`src/rtl/srt_pkg.sv`:
```
package srt_pkg;

    localparam int CNT_W = 5;
    localparam int LEN_W = CNT_W + 1;

    typedef logic [CNT_W-1:0] cnt_t;
    typedef logic [LEN_W-1:0] len_t;

    typedef struct packed {
        cnt_t rd_setup;
        cnt_t rd_pulse;
        cnt_t cs_setup;
        cnt_t cs_pulse;
        cnt_t cycle;
    } tset_t;

    typedef enum logic [1:0] {
        ST_IDLE = 2'd0,
        ST_GAP  = 2'd1,
        ST_RUN  = 2'd2
    } seq_st_t;

    // end (exclusive) of a setup/width window
    function automatic len_t win_end(cnt_t setup, cnt_t width);
        return len_t'(setup) + len_t'(width);
    endfunction

    // effective read length: programmed length, stretched to fit both windows, never zero
    function automatic len_t eff_len(tset_t ts);
        len_t l;
        l = len_t'(ts.cycle);
        if (win_end(ts.rd_setup, ts.rd_pulse) > l) l = win_end(ts.rd_setup, ts.rd_pulse);
        if (win_end(ts.cs_setup, ts.cs_pulse) > l) l = win_end(ts.cs_setup, ts.cs_pulse);
        if (l == '0) l = len_t'(1);
        return l;
    endfunction

endpackage

```
`src/rtl/srt_tset_mux.sv`:
```
module srt_tset_mux
    import srt_pkg::*;
#(
    parameter int NUM_CS = 4,
    parameter int CS_W   = 2
) (
    input  logic [NUM_CS*CNT_W-1:0] cfg_rd_setup,
    input  logic [NUM_CS*CNT_W-1:0] cfg_rd_pulse,
    input  logic [NUM_CS*CNT_W-1:0] cfg_cs_setup,
    input  logic [NUM_CS*CNT_W-1:0] cfg_cs_pulse,
    input  logic [NUM_CS*CNT_W-1:0] cfg_cycle,
    input  logic [CS_W-1:0]         sel,
    output tset_t                   tset,
    output len_t                    len
);

    tset_t bank [NUM_CS];

    for (genvar k = 0; k < NUM_CS; k++) begin : g_bank
        assign bank[k].rd_setup = cfg_rd_setup[k*CNT_W +: CNT_W];
        assign bank[k].rd_pulse = cfg_rd_pulse[k*CNT_W +: CNT_W];
        assign bank[k].cs_setup = cfg_cs_setup[k*CNT_W +: CNT_W];
        assign bank[k].cs_pulse = cfg_cs_pulse[k*CNT_W +: CNT_W];
        assign bank[k].cycle    = cfg_cycle[k*CNT_W +: CNT_W];
    end

    always_comb begin
        tset = '0;
        for (int k = 0; k < NUM_CS; k++) begin
            if (sel == CS_W'(k)) tset = bank[k];
        end
        len = eff_len(tset);
    end

endmodule

```
`src/rtl/srt_strobe_win.sv`:
```
module srt_strobe_win
    import srt_pkg::*;
(
    input  logic en,
    input  len_t t,
    input  cnt_t setup,
    input  cnt_t width,
    output logic active
);

    always_comb begin
        active = en && (t >= len_t'(setup)) && (t < win_end(setup, width));
    end

endmodule

```
`src/rtl/srt_seq.sv`:
```
module srt_seq
    import srt_pkg::*;
#(
    parameter int ADDR_W = 16,
    parameter int CS_W   = 2
) (
    input  logic              clk,
    input  logic              rst,
    input  logic              req_valid,
    input  logic [ADDR_W-1:0] req_addr,
    input  logic [CS_W-1:0]   req_cs,
    input  len_t              len,
    output logic              req_ready,
    output logic              running,
    output len_t              t,
    output logic [ADDR_W-1:0] cur_addr,
    output logic [CS_W-1:0]   cur_cs
);

    seq_st_t st_q;
    logic    last_cyc;
    logic    take;

    always_comb begin
        last_cyc  = (st_q == ST_RUN) && (t == len - len_t'(1));
        req_ready = (st_q == ST_IDLE) || last_cyc;
        take      = req_valid && req_ready;
        running   = (st_q == ST_RUN);
    end

    always_ff @(posedge clk) begin
        if (rst) begin
            st_q     <= ST_IDLE;
            t        <= '0;
            cur_addr <= '0;
            cur_cs   <= '0;
        end else if (take) begin
            cur_addr <= req_addr;
            cur_cs   <= req_cs;
            t        <= '0;
            st_q     <= (st_q == ST_RUN && req_cs != cur_cs) ? ST_GAP : ST_RUN;
        end else begin
            case (st_q)
                ST_GAP: begin
                    st_q <= ST_RUN;
                    t    <= '0;
                end
                ST_RUN: begin
                    if (last_cyc) begin
                        st_q <= ST_IDLE;
                        t    <= '0;
                    end else begin
                        t <= t + len_t'(1);
                    end
                end
                default: st_q <= ST_IDLE;
            endcase
        end
    end

endmodule

```
`src/rtl/srt_read_timing.sv`:
```
module srt_read_timing
    import srt_pkg::*;
#(
    parameter int NUM_CS = 4,
    parameter int ADDR_W = 16,
    parameter int DATA_W = 16,
    localparam int CS_W  = (NUM_CS > 1) ? $clog2(NUM_CS) : 1
) (
    input  logic                    clk,
    input  logic                    rst,
    input  logic                    req_valid,
    output logic                    req_ready,
    input  logic [ADDR_W-1:0]       req_addr,
    input  logic [CS_W-1:0]         req_cs,
    output logic                    rsp_valid,
    output logic [DATA_W-1:0]       rsp_data,
    input  logic [NUM_CS*CNT_W-1:0] cfg_rd_setup,
    input  logic [NUM_CS*CNT_W-1:0] cfg_rd_pulse,
    input  logic [NUM_CS*CNT_W-1:0] cfg_cs_setup,
    input  logic [NUM_CS*CNT_W-1:0] cfg_cs_pulse,
    input  logic [NUM_CS*CNT_W-1:0] cfg_cycle,
    output logic [ADDR_W-1:0]       mem_addr,
    output logic                    mem_rd_n,
    output logic [NUM_CS-1:0]       mem_cs_n,
    input  logic [DATA_W-1:0]       mem_rdata
);

    tset_t           tset;
    len_t            len;
    len_t            t;
    logic            running;
    logic [CS_W-1:0] cur_cs;
    logic            rd_act;
    logic            cs_act;
    logic            rd_last;

    srt_tset_mux #(.NUM_CS(NUM_CS), .CS_W(CS_W)) u_mux (
        .cfg_rd_setup (cfg_rd_setup),
        .cfg_rd_pulse (cfg_rd_pulse),
        .cfg_cs_setup (cfg_cs_setup),
        .cfg_cs_pulse (cfg_cs_pulse),
        .cfg_cycle    (cfg_cycle),
        .sel          (cur_cs),
        .tset         (tset),
        .len          (len)
    );

    srt_seq #(.ADDR_W(ADDR_W), .CS_W(CS_W)) u_seq (
        .clk       (clk),
        .rst       (rst),
        .req_valid (req_valid),
        .req_addr  (req_addr),
        .req_cs    (req_cs),
        .len       (len),
        .req_ready (req_ready),
        .running   (running),
        .t         (t),
        .cur_addr  (mem_addr),
        .cur_cs    (cur_cs)
    );

    srt_strobe_win u_rd_win (
        .en     (running),
        .t      (t),
        .setup  (tset.rd_setup),
        .width  (tset.rd_pulse),
        .active (rd_act)
    );

    srt_strobe_win u_cs_win (
        .en     (running),
        .t      (t),
        .setup  (tset.cs_setup),
        .width  (tset.cs_pulse),
        .active (cs_act)
    );

    assign mem_rd_n = !rd_act;
    assign rd_last  = rd_act && (t == win_end(tset.rd_setup, tset.rd_pulse) - len_t'(1));

    for (genvar k = 0; k < NUM_CS; k++) begin : g_sel
        assign mem_cs_n[k] = !(cs_act && (cur_cs == CS_W'(k)));
    end

    always_ff @(posedge clk) begin
        if (rst) begin
            rsp_valid <= 1'b0;
            rsp_data  <= '0;
        end else begin
            rsp_valid <= rd_last;
            if (rd_last) rsp_data <= mem_rdata;
        end
    end

endmodule

```
`config.mk`:
```
export PLATFORM = sky130hd
export DESIGN_NAME = srt_read_timing
export DESIGN_NICKNAME = d
export VERILOG_FILES = /design/src/rtl/srt_pkg.sv /design/src/rtl/srt_tset_mux.sv /design/src/rtl/srt_strobe_win.sv /design/src/rtl/srt_seq.sv /design/src/rtl/srt_read_timing.sv
export SDC_FILE = /design/constraint.sdc
export NUM_CORES = 1
export LEC_CHECK = 0
export ABC_AREA = 1
export BUFFER_PORTS_ARGS = -buffer_cell sky130_fd_sc_hd__buf_2
export CAP_MARGIN = 20
export CORE_MARGIN = 4
export CORE_UTILIZATION = 47
export CTS_BUF_LIST = sky130_fd_sc_hd__clkbuf_16
export DETAILED_ROUTE_END_ITERATION = 10
export HOLD_SLACK_MARGIN = 0.12
export MAX_ROUTING_LAYER = met4
export PLACE_DENSITY_LB_ADDON = 0.1
export SYNTH_ARGS = -nofsm -noshare
export SYNTH_HDL_FRONTEND = slang
export SYNTH_HIERARCHICAL = 1
export SYNTH_SLANG_ARGS = --single-unit
```
`constraint.sdc`:
```
create_clock -name clk -period 7.46 [get_ports clk]
set_clock_uncertainty 0.2 [all_clocks]
set_input_delay 1.492 -clock clk [delete_from_list [all_inputs] [get_ports clk]]
set_output_delay 1.492 -clock clk [all_outputs]
set_load 0.005 [all_outputs]
```
==> impl_results.md <==
* Outcome: finished with violations
* Violated checks: negative setup slack
* Crit path DAT at 6.12 ns
* Tot GR Track Use at 21.9%
* CTS Hold Bufs at 0
* HPWL Detailed at 11.2 mm
* Worst slew pin tran at 0.595 ns
* CP most frequent cell: nand2_1
* Synth Net Count at 1064
* Commonest non-fill, non-tap cell in the layout: nand2_1
* Slowest CP cell: fa_2
* Hold Path Class: flip-flop to flip-flop
* CP Launch Type: primary input
* Top Ports at 176
* Syn. warnings at 6
* Global route overflow at 0
* Area Growth Syn to Fin at 35.5%
* Max Cap Viol at 0
* Unrepaired setup endpoints after global routing: yes
* Core area at 10900 µm²
* DR vias at 5794
* Commonest non-fill, non-tap cells in the layout: nand2_1 (211), buf_2 (172), inv_1 (165)
* Worst Path Required at 5.77 ns
* Fin worst setup slack at -0.351 ns
* Largest net degree at the start of global routing at 22
* Max_slew headroom at 60.2%
* Filler cells at 1052
* Sink Count at 43
* CTS Root Cell: clkbuf_16
* Avg Inst Size Synth at 6.12 µm²
* WP buf/inv at 6
* Std-Cell Rows at 38
* DRT iter0 DRCs at 236
* Sequential cell area at 861 µm²
* Ant diodes at 0
* Fin cells at 1224
* Post-route ant nets at 0
* TritonCTS buffer count at 5
* DRC Markers at 0
* Layout Nets at 1290
* Count of pins over their slew limit at 0
* Antenna violations before repair at 0
* Period utilization at 105%
* Layout cell share with drive strength beyond 1 at 32.7%
* Final WL at 14.1 mm
* CP delay by family, top: simple AND/OR/NAND/NOR gates
* Worst-path clk slew at 0.06 ns
* Vias in the first global route at 5378
* H-tree levels at 2
* Worst skew pair latency at 0.28 ns
* CP Class: primary input to output pin
* Post-Syn Area at 5250 µm²
* Syn Inst Count at 857
* Post-DR vias/cell at 4.73
* Fin crit period at 7.81 ns
* RD Place Congestion at 0.844
* Placed Cells at 1199
* Clock Path Buffers at 2
* Number of port buffers at 175
* First-pass GRT wire length at 23.4 mm
* Multi-input logic area at 3810 µm²
* Die W at 114 µm
* CTS tree: yes
* Starting Density at 48.2%
* R2R setup slack at 1.04 ns
* Slowest stage delay, CP at 0.44 ns
* Maximum clock rate at 0.128 GHz
* Initial DRT Pass Iterations at 4
* Fin. Hold Viols at 0
* Drt wl/cell at 11.5 µm
* Critical path capture point type: output pin
* Worst Path Max Fanout at 6
* Final setup violation count at 1
* Chip height at 114 µm
* Die area at 12900 µm²
-- per-layer routing --
layer,vias to the layer above,GRT usage (%),routed length [µm]
met1,2521,28.4,6470
met5,-,-,0
li1,3140,-,-
met2,122,37.3,6900
met3,11,3.18,630
met4,0,2.80,115
-- stage by stage --
stage	worst slack, ns	util, %	TNS, ns	instance area [µm²]	hold WS, ns
2_1_floorplan	0.00679	-	0	5290	0.276
3_3_place_gp	-0.332	60.3	-0.332	6570	0.259
3_5_place_dp	-0.384	60.3	-0.384	6570	0.267
4_1_cts	-0.258	63.3	-0.258	6890	0.281
5_1_grt	-0.674	65.3	-0.674	7110	0.303
6_report	-0.351	65.3	-0.351	7110	0.275
-- worst register-to-register path, delay by kind of cell, from the launching register on --
family / cells / cell delay (ns)
AND/OR/NAND/NOR: 30 / 3.03
flip-flops: 1 / 0.47
AO/OA/AOI/OAI: 4 / 0.56
buffers and inverters: 8 / 0.82
adder cells (fa/ha/maj): 4 / 1.30
-- layout make-up --
type	count	area share (%)
Sequential cell	43	12.1
Timing Repair Buffer	238	19.6
Clock inverter	3	0.651
Clock buffer	5	1.76
Multi-Input combinational cell	612	53.6
Tap cell	140	2.46
Inverter	183	9.76
-- repair_timing --
item,4_1_cts,5_1_grt
buffers inserted,12,5
endpoints found under the setup margin,1,1
resized for setup,17,46
pin swaps,23,38
cloned,0,0
-- state kept, by name (all words and copies together), names as in the netlist --
| register | flops |
|---|---|
| rsp_valid | 1 |
| u_seq/cur_cs | 2 |
| u_seq/t | 6 |
| u_seq/st_q | 2 |
| rsp_data | 16 |
| u_seq/cur_addr | 16 |
-- worst paths after layout --
check                           cells after the start           endpoint              start
worst max register to register                     46  u_seq/cur_addr[6]    u_seq/cur_cs[1]
worst min register to register                      2  u_seq/cur_addr[2]  u_seq/cur_addr[2]
worst max-delay path                               40          req_ready    cfg_rd_pulse[1]
worst min-delay path                                2  u_seq/cur_addr[2]  u_seq/cur_addr[2]
Power is not shown: default switching activity piles up to over one toggle a cycle in this logic, so the estimate is an artifact.
